$ cat src/rtl/rx_err_flags.sv
module rx_err_flags #(
  parameter int STAT_W = 8
) (
  input  logic              clk,
  input  logic              rst_n,
  input  logic              ev_done,
  input  logic              ev_noise,
  input  logic              ev_parity,
  input  logic              stop_bit,
  input  logic              data_zero,
  input  logic              rx_bit9,
  input  logic              mode_9bit,
  input  logic              line_in,
  input  logic              rd_stat1,
  input  logic              rd_stat2,
  input  logic              rd_data,
  input  logic              en_noise,
  input  logic              en_frame,
  input  logic              en_parity,
  output logic [STAT_W-1:0] stat1,
  output logic [STAT_W-1:0] stat2,
  output logic              rx9,
  output logic              err_irq
);
  localparam int B_PAR  = 0;
  localparam int B_FRM  = 1;
  localparam int B_NSE  = 2;
  localparam int B_FULL = 5;
  localparam int B_BRK  = 1;
  localparam int NFLG   = 4;

  // flag vector: [0] parity, [1] framing, [2] noise, [3] full
  logic [NFLG-1:0] flg_q, pend_q, set_v;
  logic brk_q, brk_pend_q, armed_q, rx9_q, brk_det;

  assign brk_det = ev_done & ~stop_bit & data_zero & armed_q;
  assign set_v   = {ev_done, ev_done & ev_noise, ev_done & ~stop_bit, ev_done & ev_parity};

  always_ff @(posedge clk) begin
    if (!rst_n) begin
      flg_q      <= '0;
      pend_q     <= '0;
      brk_q      <= 1'b0;
      brk_pend_q <= 1'b0;
      armed_q    <= 1'b1;
      rx9_q      <= 1'b0;
    end else begin
      flg_q      <= (flg_q & ~({NFLG{rd_data}} & pend_q)) | set_v;
      pend_q     <= rd_data ? '0 : (pend_q | ({NFLG{rd_stat1}} & flg_q));
      brk_q      <= (brk_q & ~(rd_data & brk_pend_q)) | brk_det;
      brk_pend_q <= rd_data ? 1'b0 : (brk_pend_q | (rd_stat2 & brk_q));
      if (brk_det)
        armed_q <= 1'b0;
      else if (line_in && !brk_q)
        armed_q <= 1'b1;
      if (ev_done)
        rx9_q <= mode_9bit & rx_bit9 & ~brk_det;
    end
  end

  always_comb begin
    stat1         = '0;
    stat1[B_PAR]  = flg_q[0];
    stat1[B_FRM]  = flg_q[1];
    stat1[B_NSE]  = flg_q[2];
    stat1[B_FULL] = flg_q[3];
    stat2         = '0;
    stat2[B_BRK]  = brk_q;
  end

  assign rx9     = rx9_q;
  assign err_irq = (flg_q[2] & en_noise) | (flg_q[1] & en_frame) | (flg_q[0] & en_parity);
endmodule

$ cat config.mk
export PLATFORM = sky130hd
export DESIGN_NAME = rx_err_flags
export DESIGN_NICKNAME = d
export VERILOG_FILES = /design/src/rtl/rx_err_flags.sv
export SDC_FILE = /design/constraint.sdc
export NUM_CORES = 1
export LEC_CHECK = 0
export ABC_AREA = 1
export BUFFER_PORTS_ARGS = -buffer_cell sky130_fd_sc_hd__buf_2
export CORE_MARGIN = 4
export CORE_UTILIZATION = 40
export CTS_CLUSTER_SIZE = 28
export DETAILED_ROUTE_END_ITERATION = 6
export PLACE_DENSITY = 0.78
export SYNTH_ARGS = -nofsm -noshare
export SYNTH_HDL_FRONTEND = slang
export SYNTH_SLANG_ARGS = --single-unit
$ cat constraint.sdc
create_clock -name clk -period 0.9 [get_ports clk]
set_clock_uncertainty 0.1 [all_clocks]
set_input_delay 0.225 -clock clk [delete_from_list [all_inputs] [get_ports clk]]
set_output_delay 0.225 -clock clk [all_outputs]
set_load 0.1 [all_outputs]
Word-level counts from Yosys, hierarchy flattened
Index checks and enable logic that the tools add are counted.
- bitwise logic cells: 27
- reductions and logical operators: 4
- magnitude comparators: 0
- $mul: 0
- multiplexer cells: 2
- shifts and indexed selects: 0
- equal/unequal tests: 0
- div/mod/pow operators: 0
- $add $sub $neg: 0
- operators with widths (operator ; number):
    bitwise AND 1 bit ; 13
    bitwise AND 4 bit ; 3
    OR 4 bit ; 2
    inverter 1 bit ; 4
    inverter 4 bit ; 1
    OR 1 bit ; 4
    two-way mux 1 bit ; 2
    nonzero test 2 bit ; 1
    OR reduction 2 bit ; 1
    logical AND 1 bit ; 1
    zero test 1 bit ; 1
- bits in read-only memories: 0
- bits in registers: 12
- input bits: 16
- bits in writable memories: 0
- logic and storage cells: 39
- memories kept: 0
- latch bits: 0

Longest topological paths before layout
Gate-level depths: netlist (run 1).
- depth after elaboration: 6
- gate-level depth with buffers: 5
- gate-level depth less buffers: 5

Worst setup path before layout (run 1)
No wires, ideal clock.
- kind: reg2out
- from: register flg_q[1]
- to: output port err_irq
- arrival time: 1845 ps
- path buffers: 0
- stages on the path, launching flop included: 3
- data required time: 575 ps
- slack: -1270 ps
- cells stage by stage: dfxtp_1 -> nand2_1 -> nand3_1
- cells in the longest elaborated chain, start to end: 3
- RTL lines (what ; RTL line ; source):
    start: declaration ; 33 ; logic [NFLG-1:0] flg_q, pend_q, set_v;
    start signal: assignment ; 48 ; flg_q <= (flg_q & ~({NFLG{rd_data}} & pend_q)) | set_v;
    bitwise AND 1 bit ; 72 ; assign err_irq = (flg_q[2] & en_noise) | (flg_q[1] & en_frame) | (flg_q[0] & en_parity);
    OR 1 bit (2 in series) ; 72 ;
    end: declaration ; 23 ; output logic err_irq
Every way passes these cells.

Worst setup path in the final report (run 1)
- from: register flg_q[2]
- to: output port err_irq
The elaborated chain is that of the path after synthesis.

==> results of run 1 <==
worst max-delay path: cells and delay by family, from the launching register on:
family | cells | cell delay, ps
flip-flops | 1 | 380
buffers and inverters | 1 | 170
AND/OR/NAND/NOR | 2 | 120
layout make-up:
| class | instances | area share (%) |
|---|---|---|
| inverter | 9 | 3.73 |
| clock buffer | 4 | 2.90 |
| multi-input combinational | 49 | 31.3 |
| tap | 15 | 2.07 |
| sequential | 12 | 29.2 |
| timing repair buffer | 30 | 30.8 |
synthesized netlist by cell type:
cell type / count
a21boi_0: 1
a21oi_1: 8
a21oi_2: 2
buf_4: 12
clkinv_1: 1
conb_1: 1
dfxtp_1: 12
inv_1: 5
inv_2: 3
nand2_1: 15
nand2_2: 1
nand3_1: 1
nor2_1: 3
nor2_4: 1
o21a_1: 1
o21ai_1: 5
power groups by stage:
stage	logic, uW	registers, uW	clock network, uW
after floorplan	365	682	0
after global placement	579	586	0
after detailed placement	583	588	0
after CTS	606	571	348
after global routing	645	575	368
final	621	572	340
cell families after synthesis:
logic type	after synthesis
and+or+nand+nor	21
other	1
buffers and inverters	21
DFF	12
AOI/OAI and AO/OA	17
layer usage:
metal  GRT usage (%)  up-vias
met5               0        -
met4            7.02        0
met3            4.78        4
met2            22.6       27
met1            15.3      244
li1                -      268
sequential cells by signal, summed over array words and instances (netlist names):
register and count:
flg_q 4, pend_q 4, armed_q 1, brk_pend_q 1, brk_q 1, rx9 1
cells in the final DEF, fill, tap and decap left out, types with 2 or more instances in the layout:
cell	instances
a21oi_1	7
a21oi_2	3
buf_12	7
buf_2	15
buf_4	7
clkbuf_4	3
conb_1	11
dfxtp_1	5
dfxtp_4	6
inv_1	5
inv_2	4
nand2_1	10
nand2_2	3
nand2_4	3
nor2_1	2
o21ai_1	4
what timing repair did:
item / 4_1_cts / 5_1_grt
pin swaps: 1 / 5
hold buffers: 0 / 0
resized for setup: 3 / 8
setup endpoints to repair: 7 / 12
hold endpoints to repair: 0 / 0
setup buffers: 4 / 1
path summary, 6_finish.rpt:
path / endpoint / slack [ps] / cells after the start
setup / recovery: err_irq / -360 / 3
hold / removal: armed_q$_SDFFE_PN1P_ / 70 / 2
setup reg to reg: flg_q[1]$_SDFF_PN0_ / -100 / 3
hold reg to reg: armed_q$_SDFFE_PN1P_ / 360 / 2
stage by stage:
stage	cells	area [um^2]
4_1_cts	118	875
2_1_floorplan	82	651
3_3_place_gp	110	810
6_report	119	905
3_5_place_dp	110	810
5_1_grt	119	905
==> results.json, run 1 <==
{
  "yosys.area_share.simple_pct": 16.2,
  "synthAdderAreaFrac_pct": 0,
  "vias_per_cell": 4.56,
  "drt_wl_total_um": 1310,
  "power.density_nw_per_um2": 1690,
  "holdCritPathClass": "input pin to register",
  "timing.final.ws_setup_ps": -362,
  "setup_viol": 8,
  "start_kind": "register",
  "yosysWarnings": 0,
  "io_pins": 34,
  "rsz0062_at_grt": "true",
  "holdWs_ps": 65.7,
  "synthCells": 72,
  "fillers": 103,
  "drive_gt1_share_pct": 55.8,
  "grt.total_usage_pct": 13.6,
  "synth_top_family_by_area": "buffers and inverters",
  "p_leak_uw": 0.000431,
  "ys_seq_elements": 12,
  "cp_slowest_cell": "dfxtp_4",
  "crit_chain": "nand2_4 > nand3_4 > buf_12",
  "multiInputGateArea_um2": 283,
  "failed_checks": "setup timing",
  "p_clk_share_pct": 22.2,
  "slew_violations": 0,
  "fmax_mhz": 792,
  "cts_tree": "built",
  "cp_data_required_time_ps": 570,
  "ir_drop_mv": 1.03,
  "route.met2.wl_um": 677,
  "drc": 0,
  "cpPeakStageDelay_ps": 380,
  "core_um2": 1300,
  "ys_seq_area_share_pct": 43.2,
  "syn_avg_cell_area_um2": 7.72,
  "crit_arrival_ps": 940,
  "hpwl_um": 1010,
  "antenna_cells": 0,
  "path_clk_slew_ps": 70,
  "synthDistinctLibCells": 16,
  "drtAntennaViolNets": 0,
  "cts.sinks": 12,
  "grt_max_degree": 8,
  "synth_compound_area_share_pct": 17.6,
  "grt_pass1_vias": 485,
  "muxShareOfSynthArea_pct": 0,
  "syn_area_um2": 556,
  "place_ws_ps": -91.7,
  "grt_pass1_wl_um": 1990,
  "p_int_uw": 889,
  "nets": 121,
  "fin_crit_sh_pct": 140,
  "vias": 543,
  "start_util_pct": 42.7,
  "status": "finished, violations left",
  "maxCapViolations": 0,
  "critPathMaxFanout": 3,
  "synth_top_area_cell": "dfxtp_1",
  "fp-row-count": 13,
  "crit_type": "register to primary output",
  "grt_overflow_total": 0,
  "final.setup.tns_ps": -2060,
  "clock_tree.buffer_depth": 2,
  "netSwitchingFraction_pct": 42.0,
  "wl_met3_um": 130,
  "hold_viol": 0,
  "cts_made_buffers": 3,
  "die_h_um": 45.3,
  "clock_latency_ps": 260,
  "end_kind": "primary output",
  "port_buffers": 22,
  "die_w_um": 45.3,
  "root_buffer": "clkbuf_4",
  "place_congestion": 0.793,
  "yosys.area_share.xor_xnor_pct": 0,
  "wire_per_inst_um": 11.0,
  "p_sw_uw": 644,
  "reg2reg_from": "flg_q[1]$_SDFF_PN0_",
  "cp-startpoint": "flg_q[2]$_SDFF_PN0_",
  "drtIter0Drc": 11,
  "highest_layer": "met4",
  "grt_antenna_before_repair": 0,
  "comb_power_share_pct": 40.5,
  "utilization_pct": 69.5,
  "synth_top_area_share_pct": 43.2,
  "finalPower_uw": 1530,
  "min_period_ps": 1260,
  "seqCellArea_um2": 264,
  "die-area_um2": 2050,
  "area_growth_pct": 62.8,
  "cts_max_level": 1,
  "wl_met1_um": 471,
  "worstHoldStart": "rst_n",
  "power_frac_seq_pct": 37.3,
  "synthTopCellsByArea": "dfxtp_1 43%, buf_4 16%, nand2_1 10%, a21oi_1 7.2%, o21ai_1 4.5%",
  "first_pass_iters": 4
}
(Power assumes the default switching activity.)
==> run 2, diff against run 1 <==
--- a/config.mk
+++ b/config.mk
@@ -5,10 +5,10 @@
 export SDC_FILE = /design/constraint.sdc
 export NUM_CORES = 1
 export LEC_CHECK = 0
-export ABC_AREA = 1
 export BUFFER_PORTS_ARGS = -buffer_cell sky130_fd_sc_hd__buf_2
+export CAP_MARGIN = 25
 export CORE_MARGIN = 4
-export CORE_UTILIZATION = 40
+export CORE_UTILIZATION = 39
 export CTS_CLUSTER_SIZE = 28
 export DETAILED_ROUTE_END_ITERATION = 6
 export PLACE_DENSITY = 0.78
==> results.json, run 2 <==
{
  "power.density_nw_per_um2": 1750,
  "setup_viol": 11,
  "cts_tree": "built",
  "synthFlopType": "dfxtp_1",
  "path_delay_family": "flip-flops",
  "grt_pass1_vias": 438,
  "timing.final.ws_setup_ps": -631,
  "end_kind": "primary output",
  "ys_seq_elements": 12,
  "place_ws_ps": -438,
  "slew_violations": 0,
  "vias": 499,
  "maxCapViolations": 0,
  "path_clk_slew_ps": 80,
  "path_buf_inv": 2,
  "layout.cells.non_filler": 109,
  "grt_overflow_total": 0,
  "io_pins": 34,
  "cts_hold_buf": 0,
  "wire_per_inst_um": 11.5,
  "fp-row-count": 12,
  "synth_top_area_share_pct": 45.6,
  "core_um2": 1190,
  "rsz0062_at_grt": "true",
  "synth-edff-count": 0,
  "ir_drop_mv": 1.43,
  "drc": 0,
  "ys_seq_area_share_pct": 45.6,
  "start_util_pct": 44.4,
  "grt_pass1_wl_um": 1810,
  "root_buffer": "clkbuf_4",
  "grt_max_degree": 10,
  "cp_slowest_cell": "dfxtp_4",
  "p_leak_uw": 0.000393,
  "utilization_pct": 73.6,
  "status": "finished, violations left",
  "fmax_mhz": 653,
  "cpPeakStageDelay_ps": 350,
  "syn_area_um2": 527,
  "finalPower_uw": 1530,
  "nets": 112,
  "multiInputGateArea_um2": 255,
  "synth_top_area_cell": "dfxtp_1",
  "seqCellArea_um2": 260,
  "critPathMaxFanout": 2,
  "synthDistinctLibCells": 17,
  "final.setup.tns_ps": -2770,
  "hold_viol": 0,
  "final_common_cell": "buf_2",
  "crit_arrival_ps": 1210,
  "failed_checks": "setup timing",
  "clock_tree.buffer_depth": 2,
  "area_growth_pct": 65.8,
  "cts_made_buffers": 3,
  "synthTopCellsByArea": "dfxtp_1 46%, buf_4 17%, a21oi_1 8.6%, nor2b_1 4.8%, nor2_1 3.6%",
  "grt_antenna_before_repair": 0,
  "die-area_um2": 2000,
  "grt.total_usage_pct": 12.0,
  "cp_data_required_time_ps": 570,
  "synthCells": 60,
  "synthTopCellsByCount": "12 x buf_4, 12 x dfxtp_1, 9 x a21oi_1, 5 x nor2_1",
  "crit_type": "register to primary output",
  "dp_cells": 99,
  "drtAntennaViolNets": 0,
  "cts_max_level": 1,
  "first_pass_iters": 4,
  "port_buffers": 22,
  "fin_crit_sh_pct": 170,
  "yosysWarnings": 0,
  "start_kind": "register",
  "drive_gt1_share_pct": 54.7,
  "reg.largest.list": "flg_q: 4 flops, pend_q: 4 flops",
  "syn_avg_cell_area_um2": 8.78,
  "drt_wl_total_um": 1250,
  "drtIter0Drc": 3,
  "die_w_um": 44.8,
  "min_period_ps": 1530,
  "fillers": 88,
  "antenna_cells": 0,
  "hpwl_um": 858,
  "place_congestion": 0.666,
  "async_reset_ff_share_pct": 0,
  "die_h_um": 44.8,
  "holdCritPathClass": "input pin to register",
  "vias_per_cell": 4.58,
  "crit_chain": "a222oi_1 > inv_2 > buf_6",
  "clock_latency_ps": 260,
  "final_cell_mix": "15 x buf_2, 11 x conb_1, 7 x buf_4",
  "cts.sinks": 12
}
[run 2: cell count changes in the layout (fill, tap and decap cells not counted), moves of 4 or more]
cell | before | now
nand2_1 | 10 | 4
inv_1 | 5 | 0
buf_6 | 1 | 5
nor2b_1 | 0 | 4
[run 2: power breakdown]
part           switching (uW)  internal (uW)  total [uW]
Sequential               18.7            550         569
Clock                     173            171         345
Combinational             441            175         615
[run 2: cell type report]
type,count,share of cell area [%]
Clock buffer,4,3.01
Inverter,2,1.15
Multi-Input combinational cell,44,29.2
Sequential cell,12,29.8
Tap cell,14,2.01
Timing Repair Buffer,33,34.8
[run 2: path summary, 6_finish.rpt]
path	start	to	slack (ps)	cells past startpoint
setup / recovery	flg_q[2]$_SDFF_PN0_	err_irq	-630	3
hold / removal	rd_stat2	brk_pend_q$_SDFF_PP0_	110	3
setup reg to reg	flg_q[2]$_SDFF_PN0_	flg_q[2]$_SDFF_PN0_	-190	5
hold reg to reg	pend_q[1]$_SDFF_PP0_	pend_q[1]$_SDFF_PP0_	380	2
[run 2: worst register-to-register path: stages, from the launching register on]
cell     delay (ps)
dfxtp_4         350
buf_4           130
buf_6           120
buf_4           130
a22oi_2         110
nor2b_1          60
[run 2: metal layers]
metal	track usage [%]	vias to the layer above	share of wire [%]
li1	-	252	-
met5	0	-	0
met4	1.81	0	0
met2	20.3	26	51
met3	3.98	0	11
met1	14.8	221	38
[run 2: through the flow]
stage,area [um^2],hold slack [ps]
final,873,107
after detailed placement,748,358
after global placement,748,348
after CTS,813,84.4
after floorplan,587,201
after global routing,873,127
[run 2: kinds of logic (layout without fill, tap and decap cells)]
kind of cell	Yosys count	count (layout)	synth area share (%)
AOI/OAI and AO/OA	15	15	16.6
buffers and inverters	14	39	18.5
DFF	12	12	45.6
other	1	11	0.712
and+or+nand+nor	18	18	18.5
[run 2: timing repair]
item | in CTS | in global routing
resized for setup | 8 | 11
pin swaps | 1 | 4
buffers inserted | 2 | 6
endpoints found under the setup margin | 8 | 13
==> run 3, diff against run 2 <==
--- a/config.mk
+++ b/config.mk
@@ -5,13 +5,17 @@
 export SDC_FILE = /design/constraint.sdc
 export NUM_CORES = 1
 export LEC_CHECK = 0
+export ABC_CLOCK_PERIOD_IN_PS = 900
 export BUFFER_PORTS_ARGS = -buffer_cell sky130_fd_sc_hd__buf_2
 export CAP_MARGIN = 25
+export CELL_PAD_IN_SITES_DETAIL_PLACEMENT = 1
+export CELL_PAD_IN_SITES_GLOBAL_PLACEMENT = 1
 export CORE_MARGIN = 4
-export CORE_UTILIZATION = 39
+export CORE_UTILIZATION = 27
 export CTS_CLUSTER_SIZE = 28
 export DETAILED_ROUTE_END_ITERATION = 6
 export PLACE_DENSITY = 0.78
+export REMOVE_ABC_BUFFERS = 1
 export SYNTH_ARGS = -nofsm -noshare
 export SYNTH_HDL_FRONTEND = slang
 export SYNTH_SLANG_ARGS = --single-unit
==> results.json, run 3 (synthesis gave the netlist of run 2 again) <==
{
  "ir_drop_mv": 0.729,
  "path_clk_slew_ps": 80,
  "fillers": 210,
  "status": "finished, violations left",
  "hold_viol": 0,
  "grt_use_met1_pct": 11.3,
  "layout.cells.non_filler": 118,
  "rsz0062_at_grt": "true",
  "fin_crit_sh_pct": 170,
  "grt.total_usage_pct": 12.3,
  "slew_violations": 0,
  "drtIter0Drc": 5,
  "cp_data_required_time_ps": 570,
  "drtAntennaViolNets": 0,
  "die_h_um": 52.2,
  "crit_arrival_ps": 1210,
  "antenna_cells": 0,
  "grt_max_degree": 10,
  "wire_per_inst_um": 13.9,
  "worstHoldStart": "rd_stat2",
  "grt_pass1_wl_um": 2400,
  "reg2reg_from": "flg_q[2]$_SDFF_PN0_",
  "drive_gt1_share_pct": 58.1,
  "gr-max-usage-layer": "met2",
  "use_met2_pct": 24.3,
  "area_growth_pct": 67.9,
  "fp-row-count": 15,
  "fmax_mhz": 653,
  "final_cell_mix": "15 x buf_2, 11 x conb_1, 8 x a21oi_2",
  "grt_antenna_before_repair": 0,
  "hold_depth": 3,
  "cts_max_level": 1,
  "holdCritPathClass": "input pin to register",
  "start_util_pct": 29.5,
  "grt_pass1_vias": 551,
  "hpwl_um": 1180,
  "p_leak_uw": 0.000391,
  "start_kind": "register",
  "cts.sinks": 12,
  "nets": 110,
  "holdWs_ps": 96.2,
  "rr_worst_depth": 4,
  "end_kind": "primary output",
  "finalPower_uw": 1620,
  "grt_overflow_total": 0,
  "cts_hold_buf": 0,
  "reg.largest.list": "flg_q: 4 flops, pend_q: 4 flops",
  "root_buffer": "clkbuf_4",
  "critPathMaxFanout": 2,
  "vias": 514,
  "power.density_nw_per_um2": 1830,
  "grtUsageMet3_pct": 3.70,
  "first_pass_iters": 4,
  "min_period_ps": 1530,
  "hold_path_end": "brk_pend_q$_SDFF_PP0_",
  "clock_latency_ps": 270,
  "io_pins": 34,
  "vias_per_cell": 4.36,
  "die-area_um2": 2720,
  "port_buffers": 22,
  "final_common_cell": "buf_2",
  "r2r_slack_ps": -40,
  "failed_checks": "setup timing",
  "clock_tree.buffer_depth": 2,
  "drt_wl_total_um": 1640,
  "timing.final.ws_setup_ps": -631,
  "core_um2": 1780,
  "cts_made_buffers": 3,
  "setup_viol": 12,
  "crit_type": "register to primary output",
  "cts_tree": "built",
  "place_congestion": 0.740,
  "die_w_um": 52.2,
  "maxCapViolations": 0,
  "drc": 0,
  "reg2reg_to": "flg_q[2]$_SDFF_PN0_",
  "dp_cells": 111
}
==> run 3: critical path, cell delays in order, from the launching register on <==
cell      delay [ps]
dfxtp_2          330
a222oi_1         320
inv_1            100
buf_6            190
==> run 3: metal layers <==
layer | routed length, um | up-vias
met2 | 858 | 27
li1 | - | 245
met4 | 10 | 0
met3 | 173 | 2
met5 | 0 | -
met1 | 592 | 240
==> run 3: area by class of cell <==
| cell class | count | area [um^2] | share of cell area, % |
|---|---|---|---|
| repair buffers | 31 | 289 | 32.7 |
| multi-input cells | 44 | 267 | 30.1 |
| flip-flops and latches | 12 | 251 | 28.4 |
| clock buffers | 4 | 36.3 | 4.10 |
| well taps | 25 | 31.3 | 3.54 |
| inverters | 2 | 10.0 | 1.13 |
==> run 3: what timing repair did <==
item                       CTS  global route
buffers inserted             1             4
resized for setup           16            13
gates cloned                 0             0
pin swaps                    1             5
setup endpoints to repair   11            14
==> run 3: stage by stage <==
| stage | cell area [um^2] | utilization [%] | TNS, ps | setup slack (ps) |
|---|---|---|---|---|
| global route | 885 | 49.6 | -3020 | -745 |
| CTS | 831 | 46.6 | -2300 | -599 |
| global placement | 751 | 42.1 | -998 | -402 |
| floorplan | 474 | - | -9290 | -1280 |
| finish | 885 | 49.6 | -2540 | -631 |
| detailed placement | 751 | 42.1 | -1220 | -424 |
==> run 3: power breakdown <==
group / internal [uW] / total [uW] / switching (uW)
clock: 245 / 425 / 180
combinational: 170 / 619 / 449
sequential: 556 / 576 / 19.5
==> run 3: how the worst max path moves through the flow <==
| stage | from | to | slack, ps |
|---|---|---|---|
| after floorplan | flg_q[2]$_SDFF_PN0_ | err_irq | -1280 |
| after global placement | en_noise | err_irq | -400 |
| after detailed placement | en_noise | err_irq | -420 |
| after CTS | flg_q[2]$_SDFF_PN0_ | err_irq | -600 |
| after global routing | flg_q[2]$_SDFF_PN0_ | err_irq | -740 |
| final | flg_q[2]$_SDFF_PN0_ | err_irq | -630 |
